`config.mk`:
```
export PLATFORM = sky130hd
export DESIGN_NAME = link_deframer
export DESIGN_NICKNAME = d
export VERILOG_FILES = /design/src/rtl/deframer_pkg.sv /design/src/rtl/header_decode.sv /design/src/rtl/sync_hunter.sv /design/src/rtl/packet_parser.sv /design/src/rtl/link_deframer.sv
export SDC_FILE = /design/constraint.sdc
export NUM_CORES = 1
export LEC_CHECK = 0
export BUFFER_PORTS_ARGS = -buffer_cell sky130_fd_sc_hd__clkbuf_2
export CAP_MARGIN = 20
export CORE_MARGIN = 1.5
export CORE_UTILIZATION = 25
export CTS_CLUSTER_DIAMETER = 60
export CTS_CLUSTER_SIZE = 25
export DETAILED_ROUTE_END_ITERATION = 12
export PLACE_DENSITY = 0.43
export SLEW_MARGIN = 15
export SYNTH_ARGS = -nofsm -noshare
export SYNTH_HDL_FRONTEND = slang
export SYNTH_SLANG_ARGS = --single-unit
```
`constraint.sdc`:
```
create_clock -name clk -period 3.3 [get_ports clk]
set_input_delay 0.33 -clock clk [delete_from_list [all_inputs] [get_ports clk]]
set_output_delay 0.33 -clock clk [all_outputs]
set_load 0.02 [all_outputs]
```
`src/rtl/deframer_pkg.sv`:
```
// Shared types for the serial link deframer.
// Assumes: nothing beyond IEEE 1800-2017 packages.
package deframer_pkg;

    // Packet parser phase: collecting a header or collecting payload words
    typedef enum logic {
        ST_HDR = 1'b0,
        ST_PAY = 1'b1
    } parse_state_e;

endpackage

```
`src/rtl/header_decode.sv`:
```
// Splits a complete packet header into its fields and classifies it.
// Assumes: header is MSB-first; channel on top, word count below it, tag
// in the remaining low bits. The sync check takes priority over the empty check.
module header_decode #(
    parameter int              HDR_W     = 50,
    parameter int              CHAN_W    = 5,
    parameter int              CNT_W     = 10,
    parameter logic [HDR_W-1:0] SYNC_WORD = 50'h2_B5C3_9E16_0F4D
) (
    input  logic [HDR_W-1:0]              hdr_i,
    output logic                          is_sync_o,
    output logic                          is_empty_o,
    output logic [CHAN_W-1:0]             chan_o,
    output logic [CNT_W-1:0]              count_o,
    output logic [HDR_W-CHAN_W-CNT_W-1:0] tag_o
);

    assign chan_o  = hdr_i[HDR_W-1 -: CHAN_W];
    assign count_o = hdr_i[HDR_W-CHAN_W-1 -: CNT_W];
    assign tag_o   = hdr_i[HDR_W-CHAN_W-CNT_W-1:0];

    assign is_sync_o  = (hdr_i == SYNC_WORD);
    assign is_empty_o = !is_sync_o && (count_o == '0);

endmodule

```
`src/rtl/sync_hunter.sv`:
```
// Looks for the sync pattern at every bit offset of a sliding window.
// On the first hit it fixes the bit phase once and then delivers aligned
// bit groups to the parser.
// Assumes: pair_i[LANES-1] is the earliest bit; HDR_W is a multiple of LANES.
module sync_hunter #(
    parameter int              LANES     = 2,
    parameter int              HDR_W     = 50,
    parameter logic [HDR_W-1:0] SYNC_WORD = 50'h2_B5C3_9E16_0F4D,
    parameter int              PH_W      = (LANES > 1) ? $clog2(LANES) : 1
) (
    input  logic             clk,
    input  logic             rst_n,
    input  logic [LANES-1:0] pair_i,
    output logic             locked_o,
    output logic [PH_W-1:0]  phase_o,
    output logic             beat_vld_o,
    output logic [LANES-1:0] beat_o
);

    localparam int SR_W = HDR_W + LANES - 1;

    logic [SR_W-1:0]  sr_q;
    logic [LANES-1:0] hit;
    logic             hit_any;
    logic [PH_W-1:0]  hit_off;
    logic             locked_q;
    logic [PH_W-1:0]  phase_q;
    logic [PH_W-1:0]  phase_use;

    // Purpose: slide the newest bit group into the window, newest at bit 0
    always_ff @(posedge clk) begin
        if (!rst_n) begin
            sr_q <= '0;
        end else begin
            sr_q <= {sr_q[SR_W-LANES-1:0], pair_i};
        end
    end

    // One comparator per bit offset of the window
    for (genvar k = 0; k < LANES; k++) begin : g_cmp
        assign hit[k] = (sr_q[k+HDR_W-1 -: HDR_W] == SYNC_WORD);
    end

    // Purpose: pick the lowest matching offset
    always_comb begin
        hit_any = |hit;
        hit_off = '0;
        for (int k = LANES - 1; k >= 0; k--) begin
            if (hit[k]) begin
                hit_off = PH_W'(k);
            end
        end
    end

    // Purpose: record lock and phase on the first match only
    always_ff @(posedge clk) begin
        if (!rst_n) begin
            locked_q <= 1'b0;
            phase_q  <= '0;
        end else if (!locked_q && hit_any) begin
            locked_q <= 1'b1;
            phase_q  <= hit_off;
        end
    end

    assign phase_use  = locked_q ? phase_q : hit_off;
    assign beat_vld_o = locked_q || hit_any;
    assign locked_o   = locked_q;
    assign phase_o    = phase_q;

    // Phase selection: a single-lane link needs none
    if (LANES == 1) begin : g_one_lane
        assign beat_o = pair_i;
    end else begin : g_multi_lane
        logic [2*LANES-2:0] ext;
        assign ext    = {sr_q[LANES-2:0], pair_i};
        assign beat_o = ext[phase_use +: LANES];
    end

endmodule

```
`src/rtl/packet_parser.sv`:
```
// Cuts the aligned stream into header and payload, drops sync and empty
// packets, and emits payload words with first/last markers.
// Assumes: beat_i arrives only while beat_vld_i is high and starts at a
// packet boundary; HDR_W and WORD_W are multiples of LANES, WORD_W >= 2*LANES.
module packet_parser
    import deframer_pkg::*;
#(
    parameter int              LANES     = 2,
    parameter int              HDR_W     = 50,
    parameter int              WORD_W    = 10,
    parameter int              CHAN_W    = 5,
    parameter int              CNT_W     = 10,
    parameter logic [HDR_W-1:0] SYNC_WORD = 50'h2_B5C3_9E16_0F4D
) (
    input  logic                          clk,
    input  logic                          rst_n,
    input  logic                          beat_vld_i,
    input  logic [LANES-1:0]              beat_i,
    output logic [WORD_W-1:0]             word_o,
    output logic                          word_vld_o,
    output logic                          word_first_o,
    output logic                          word_last_o,
    output logic [CHAN_W-1:0]             hdr_chan_o,
    output logic [CNT_W-1:0]              hdr_count_o,
    output logic [HDR_W-CHAN_W-CNT_W-1:0] hdr_tag_o
);

    localparam int HDR_BEATS  = HDR_W / LANES;
    localparam int WORD_BEATS = WORD_W / LANES;
    localparam int ACC_W      = HDR_W - LANES;
    localparam int BC_W       = $clog2(HDR_BEATS + 1);
    localparam int TAG_W      = HDR_W - CHAN_W - CNT_W;

    parse_state_e      state_q;
    logic [BC_W-1:0]   beat_cnt_q;
    logic [ACC_W-1:0]  acc_q;
    logic [CNT_W-1:0]  left_q;
    logic              first_pend_q;

    logic [HDR_W-1:0]  hdr_full;
    logic [WORD_W-1:0] word_full;
    logic              hdr_done;
    logic              word_done;
    logic              dec_sync;
    logic              dec_empty;
    logic [CHAN_W-1:0] dec_chan;
    logic [CNT_W-1:0]  dec_count;
    logic [TAG_W-1:0]  dec_tag;
    logic              take_hdr;

    assign hdr_full  = {acc_q, beat_i};
    assign word_full = {acc_q[WORD_W-LANES-1:0], beat_i};
    assign hdr_done  = beat_vld_i && (state_q == ST_HDR) && (beat_cnt_q == BC_W'(HDR_BEATS - 1));
    assign word_done = beat_vld_i && (state_q == ST_PAY) && (beat_cnt_q == BC_W'(WORD_BEATS - 1));
    assign take_hdr  = hdr_done && !dec_sync && !dec_empty;

    header_decode #(
        .HDR_W     (HDR_W),
        .CHAN_W    (CHAN_W),
        .CNT_W     (CNT_W),
        .SYNC_WORD (SYNC_WORD)
    ) u_dec (
        .hdr_i      (hdr_full),
        .is_sync_o  (dec_sync),
        .is_empty_o (dec_empty),
        .chan_o     (dec_chan),
        .count_o    (dec_count),
        .tag_o      (dec_tag)
    );

    // Purpose: shift aligned bits into the shared header/word accumulator
    always_ff @(posedge clk) begin
        if (!rst_n) begin
            acc_q <= '0;
        end else if (beat_vld_i) begin
            acc_q <= {acc_q[ACC_W-LANES-1:0], beat_i};
        end
    end

    // Purpose: count bit groups within the current header or word
    always_ff @(posedge clk) begin
        if (!rst_n) begin
            beat_cnt_q <= '0;
        end else if (beat_vld_i) begin
            if (hdr_done || word_done) begin
                beat_cnt_q <= '0;
            end else begin
                beat_cnt_q <= beat_cnt_q + BC_W'(1);
            end
        end
    end

    // Purpose: step between header and payload, tracking words still owed
    always_ff @(posedge clk) begin
        if (!rst_n) begin
            state_q      <= ST_HDR;
            left_q       <= '0;
            first_pend_q <= 1'b0;
        end else if (take_hdr) begin
            state_q      <= ST_PAY;
            left_q       <= dec_count;
            first_pend_q <= 1'b1;
        end else if (word_done) begin
            left_q       <= left_q - CNT_W'(1);
            first_pend_q <= 1'b0;
            if (left_q == CNT_W'(1)) begin
                state_q <= ST_HDR;
            end
        end
    end

    // Purpose: register each finished payload word and its markers
    always_ff @(posedge clk) begin
        if (!rst_n) begin
            word_o       <= '0;
            word_vld_o   <= 1'b0;
            word_first_o <= 1'b0;
            word_last_o  <= 1'b0;
        end else begin
            word_vld_o   <= word_done;
            word_first_o <= word_done && first_pend_q;
            word_last_o  <= word_done && (left_q == CNT_W'(1));
            if (word_done) begin
                word_o <= word_full;
            end
        end
    end

    // Purpose: hold the fields of the accepted data header for its words
    always_ff @(posedge clk) begin
        if (!rst_n) begin
            hdr_chan_o  <= '0;
            hdr_count_o <= '0;
            hdr_tag_o   <= '0;
        end else if (take_hdr) begin
            hdr_chan_o  <= dec_chan;
            hdr_count_o <= dec_count;
            hdr_tag_o   <= dec_tag;
        end
    end

endmodule

```
`src/rtl/link_deframer.sv`:
```
// Top of the serial link deframer: sync hunting and alignment followed by
// packet parsing. Word output is possible only after lock, because the
// parser receives no bits before then.
// Assumes: pair_i comes from double-edge capture flops with the earlier bit
// in the upper position.
module link_deframer #(
    parameter int              LANES     = 2,
    parameter int              HDR_W     = 50,
    parameter int              WORD_W    = 10,
    parameter int              CHAN_W    = 5,
    parameter int              CNT_W     = 10,
    parameter logic [HDR_W-1:0] SYNC_WORD = 50'h2_B5C3_9E16_0F4D
) (
    input  logic                          clk,
    input  logic                          rst_n,
    input  logic [LANES-1:0]              pair_i,
    output logic [WORD_W-1:0]             word_o,
    output logic                          word_vld_o,
    output logic                          word_first_o,
    output logic                          word_last_o,
    output logic [CHAN_W-1:0]             hdr_chan_o,
    output logic [CNT_W-1:0]              hdr_count_o,
    output logic [HDR_W-CHAN_W-CNT_W-1:0] hdr_tag_o,
    output logic                          locked_o
);

    localparam int PH_W = (LANES > 1) ? $clog2(LANES) : 1;

    logic             beat_vld;
    logic [LANES-1:0] beat;
    logic [PH_W-1:0]  lock_phase;

    sync_hunter #(
        .LANES     (LANES),
        .HDR_W     (HDR_W),
        .SYNC_WORD (SYNC_WORD),
        .PH_W      (PH_W)
    ) u_hunt (
        .clk        (clk),
        .rst_n      (rst_n),
        .pair_i     (pair_i),
        .locked_o   (locked_o),
        .phase_o    (lock_phase),
        .beat_vld_o (beat_vld),
        .beat_o     (beat)
    );

    packet_parser #(
        .LANES     (LANES),
        .HDR_W     (HDR_W),
        .WORD_W    (WORD_W),
        .CHAN_W    (CHAN_W),
        .CNT_W     (CNT_W),
        .SYNC_WORD (SYNC_WORD)
    ) u_parse (
        .clk          (clk),
        .rst_n        (rst_n),
        .beat_vld_i   (beat_vld),
        .beat_i       (beat),
        .word_o       (word_o),
        .word_vld_o   (word_vld_o),
        .word_first_o (word_first_o),
        .word_last_o  (word_last_o),
        .hdr_chan_o   (hdr_chan_o),
        .hdr_count_o  (hdr_count_o),
        .hdr_tag_o    (hdr_tag_o)
    );

endmodule

```
**Word level (Yosys, flattened, before mapping)**

Index checks and enable logic that the tools add are counted.

- Register bits after elaboration: 181
- Input bits: 4

- $add $sub $neg: 2
- Equality and inequality tests: 6
- Shifts and indexed selects: 1
- Multiplexer cells: 11
- Bitwise gates (word level): 1
- Reductions and logical operators: 20

Operators by type and width:

| kind | count |
|---|---|
| $eq A50 B50 Y1 const B | 3 |
| $mux W10 | 2 |
| $eq A10 B1 Y1 const B | 1 |
| $logic_and A1 B1 Y1 | 10 |
| $logic_not A10 Y1 | 1 |
| $sub A10 B1 Y10 const B | 1 |
| $mux W1 | 8 |
| $add A5 B1 Y5 const B | 1 |
| $eq A5 B3 Y1 const B | 1 |
| $eq A5 B5 Y1 const B | 1 |
| $mux W5 | 1 |
| $reduce_bool A2 Y1 | 2 |
| $logic_not A1 Y1 | 3 |
| $shiftx A3 B2 Y2 | 1 |
| $logic_or A1 B1 Y1 | 2 |
| $reduce_and A2 Y1 | 1 |
| $reduce_or A2 Y1 | 1 |
| $not A1 Y1 | 1 |

**Depth between registers and ports, before layout**

- Depth after elaboration: 12
- Mapped depth: 10
- Gate-level depth less buffers: 8

**Hierarchy**

A second synthesis with hierarchy kept.

- Cells, all modules: 745
- Area, all modules: 7010.5 µm²

By module, submodules not included:

| module | times used | cells each | area an instance (µm²) | sequential area each (µm²) |
|---|---|---|---|---|
| packet_parser | 1 | 524 | 4762.1 | 2562.5 |
| sync_hunter | 1 | 150 | 1705.4 | 1061.0 |
| header_decode | 1 | 71 | 543.0 | 0.0 |

**Least setup slack after synthesis**

Ideal clock, no wire load.

- Path kind: reg2reg
- Start point: register u_parse.acc_q[5]
- End point: register u_parse.left_q[8]
- Setup time: 132 ps
- Arrival time: 2193 ps
- Required time: 3168 ps
- Slack: 975 ps
- Stages on the path, launching flop included: 10
- Buffers on the path: 2
- Period minus slack after synthesis: 2325 ps
- Path through: dfxtp_1 or4b_1 nor4_1 nand4_1 nor3b_2 mux2i_4 buf_4 buf_4 nand4_1 o211ai_1

- Longest elaborated chain between the ends: 6

Ends and longest elaborated chain:

| item | RTL line | RTL |
|---|---|---|
| start, declared | packet_parser.sv:36 | `logic [ACC_W-1:0] acc_q;` |
| start signal, assigned | packet_parser.sv:76 | `acc_q <= {acc_q[ACC_W-LANES-1:0], beat_i};` |
| $eq A50 B50 Y1 * | header_decode.sv:22 | `assign is_sync_o = (hdr_i == SYNC_WORD);` |
| $logic_not A1 Y1 * | header_decode.sv:23, packet_parser.sv:55 |  |
| $logic_and A1 B1 Y1 | header_decode.sv:23 | `assign is_empty_o = !is_sync_o && (count_o == '0);` |
| $logic_not A1 Y1 | packet_parser.sv:55 | `assign take_hdr = hdr_done && !dec_sync && !dec_empty;` |
| $logic_and A1 B1 Y1 * | packet_parser.sv:55 |  |
| $mux W10 / $reduce_bool A2 Y1 (equally long branches) | -- |  |
| end signal, assigned | packet_parser.sv:101 | `left_q <= dec_count;` |
| end signal, assigned | packet_parser.sv:104 | `left_q <= left_q - CNT_W'(1);` |
| end, declared | packet_parser.sv:37 | `logic [CNT_W-1:0] left_q;` |

Every way passes the cells marked *; elsewhere a longest branch is shown, timed or not.
A chain may end at the register's enable or synchronous reset.

**Final worst setup path**

- Start point: register u_parse.acc_q[4]
- End point: register u_parse.left_q[4]

The elaborated chain is that of the path after synthesis.

==> metrics.csv <==
metric,value,unit
Startpoint Class,flip-flop,
Final GP Congestion,0.743,
YS warnings,0,
clock tree from TritonCTS,yes,
leading area contributor after synthesis,dfxtp_1,
Clock Skew,15.4,ps
pin count of the biggest net entering global routing,61,
share of layout cells above drive strength 1,15.6,%
WP data required,3650,ps
worst setup margin,360,ps
clock root buffer master,clkbuf_16,
maximum clock rate,340,MHz
synthesized area per cell,8.75,µm²
"Period Utilization, post-route",89.1,%
Max clock buf depth,2,
Worst Path Max Fanout,28,
total negative slack,0,ps
Cell Rows,60,
port buffer count,67,
FF+latch area,3620,µm²
TritonCTS Buffers,17,
vias in the first global route,5368,
WP data arrival,3290,ps
final setup vio count,0,
ANT cells,0,
Final Non-Filler Cells,1181,
first drt pass iteration count,7,
Post-CTS Hold Fix Bufs,0,
register area share after synthesis,53.1,%
Synth area leaders,"dfxtp_1 (53%), a21oi_1 (8.0%), nand2_1 (6.7%)",
core area,26900,µm²
Pwr Total,4350,µW
Crit Path Category,flip-flop to flip-flop,
Worst Tran Pin Value,599,ps
Post-synth EDFFs,0,
area of the multi-input gates,2930,µm²
Mapped Area,6820,µm²
Finished Core Util,30.3,%
Die Wd,168,µm
first-pass GRT wire length,30400,µm
Placed Cells,1149,
crit path capture type,flip-flop,
fin crit period,2940,ps
Die Ht,168,µm
#FFs+latches synth,181,
# DRC,0,
Slew Limit Headroom,58.9,%
H-tree levels,4,
RSZ-0062 raised after global routing,false,
status,"complete, no violations",
post-synth top area share,53.1,%
final net count,835,
GRT overflow,0,
Post-CTS Setup Inserts,0,
Post-CTS Resized,0,
fill count,2864,
final slew viol count,0,
drt wl/cell,15.4,µm
final hold violations,0,
# IOs,68,
Post-synth ARST share,0,%
Yosys cell types,56,
Post-DP HPWL,12000,µm
Starting Density,25.4,%
Antenna Nets Post-Route,0,
Max IR drop VDD,0.251,mV
Syn Inst Count,779,
Worst-path clk slew,70,ps
Hold Path Class,input port to flip-flop,
Main synth FF type,dfxtp_1,
via count,5534,
area delta synth->final,19.6,%
worst skew pair latency,430,ps
DR iter-0 viols,440,
synth cell count leaders,"dfxtp_1 (181), nand2_1 (122), a21oi_1 (109)",
LEAKAGE,0.00288,µW
Synthesized Nets,787,
DP Worst Slack,354,ps
antenna violations before repair,0,
cell with the most instances after synthesis,dfxtp_1,
power per cell area,533,nW/µm²
clk sink count,181,
total wire length,18200,µm
GRT Total Usage,13.6,%
Die ar.,28300,µm²
Via-to-Cell Ratio,4.69,
max cap viols,0,
cell usage in the layout, fill, tap and decap left out, drive strengths merged, types with 2 or more instances in the layout:
cell type  count
or3            4
nor4bb         4
ha             4
nor4           5
nand3         51
o21ai         53
and3           6
dfxtp        181
o41ai          2
a31oi          6
nor4b          4
buf           19
mux2i          3
or2            2
nand2        122
o2111ai        3
or4bb          2
nor2b          2
a221oi         2
nand4b         8
o31a           2
clkinv         7
nor2          26
or4            4
a21oi        109
nor3b          2
nand4         11
clkbuf        85
xor2           3
o21a           3
inv           16
bufinv         2
nor3           6
and2          54
a211oi         5
o211ai         8
a311oi         2
state kept, by name (all words and copies together) (netlist names):
register	cells
u_parse.state_q	1
u_parse.first_pend_q	1
u_parse.hdr_tag_o	35
u_parse.hdr_count_o	10
u_parse.acc_q	48
u_parse.left_q	10
u_hunt.sr_q	51
u_parse.word_first_o	1
u_parse.word_o	10
u_hunt.phase_o	1
u_hunt.locked_o	1
u_parse.hdr_chan_o	5
u_parse.word_vld_o	1
u_parse.beat_cnt_q	5
u_parse.word_last_o	1
kinds of logic (layout without fill, tap and decap cells):
logic type	count (synthesis)	count (layout)	share of synthesized area (%)
AOI/OAI and AO/OA	200	200	16.4
xor gates and xnor gates	3	3	0.385
adders and majority gates	4	4	0.734
buffers and inverters	69	130	4.07
DFF	181	181	53.1
muxes	4	4	0.844
and+or+nand+nor	318	318	24.5
area by class of cell:
class | instances | area share [%]
clock buffer | 18 | 5.39
clock inverter | 14 | 2.09
inverter | 12 | 0.568
multi-input combinational | 529 | 36.0
sequential | 181 | 44.4
tap | 341 | 5.23
timing repair buffer | 86 | 6.32
critical path: stages, from the launching register on:
cell	delay [ps]
dfxtp_1	400
or4bb_1	510
nor4_1	430
nand4_1	280
nor3b_2	340
mux2_4	440
buf_12	200
o211ai_1	90
a31oi_1	170
worst paths after layout:
path                            slack, ps                           from  cells after the start                             end
worst max-delay path                  360  u_parse.acc_q[4]$_SDFFE_PN0N_                      8  u_parse.left_q[4]$_SDFFE_PN0P_
worst min-delay path                  180                      pair_i[0]                      2       u_hunt.sr_q[0]$_SDFF_PN0_
worst max register to register        360  u_parse.acc_q[4]$_SDFFE_PN0N_                      8  u_parse.left_q[4]$_SDFFE_PN0P_
worst min register to register        450     u_hunt.sr_q[39]$_SDFF_PN0_                      1      u_hunt.sr_q[41]$_SDFF_PN0_
metrics by stage:
| step | hold slack [ps] | cell area [µm²] |
|---|---|---|
| after floorplan | 420 | 6820 |
| after global placement | 435 | 7540 |
| after detailed placement | 439 | 7540 |
| after global routing | 171 | 8150 |
| final | 184 | 8150 |
| after CTS | 177 | 8150 |
where the power goes:
part / internal [µW] / total, µW / leakage (µW) / switching [µW]
logic: 8.82 / 49.9 / 0.00112 / 41.0
registers: 2190 / 2190 / 0.00146 / 2.86
clock network: 1160 / 2110 / 0.000299 / 946
per-layer routing:
layer  up-vias  GRT usage [%]  part of all wire, %
met5         -              0                    0
met4         0           3.77                  1.0
met3        13           2.84                  4.1
met2       116           19.7                   42
met1      2592           20.1                   53
li1       2813              -                    -
(Power assumes the default switching activity.)
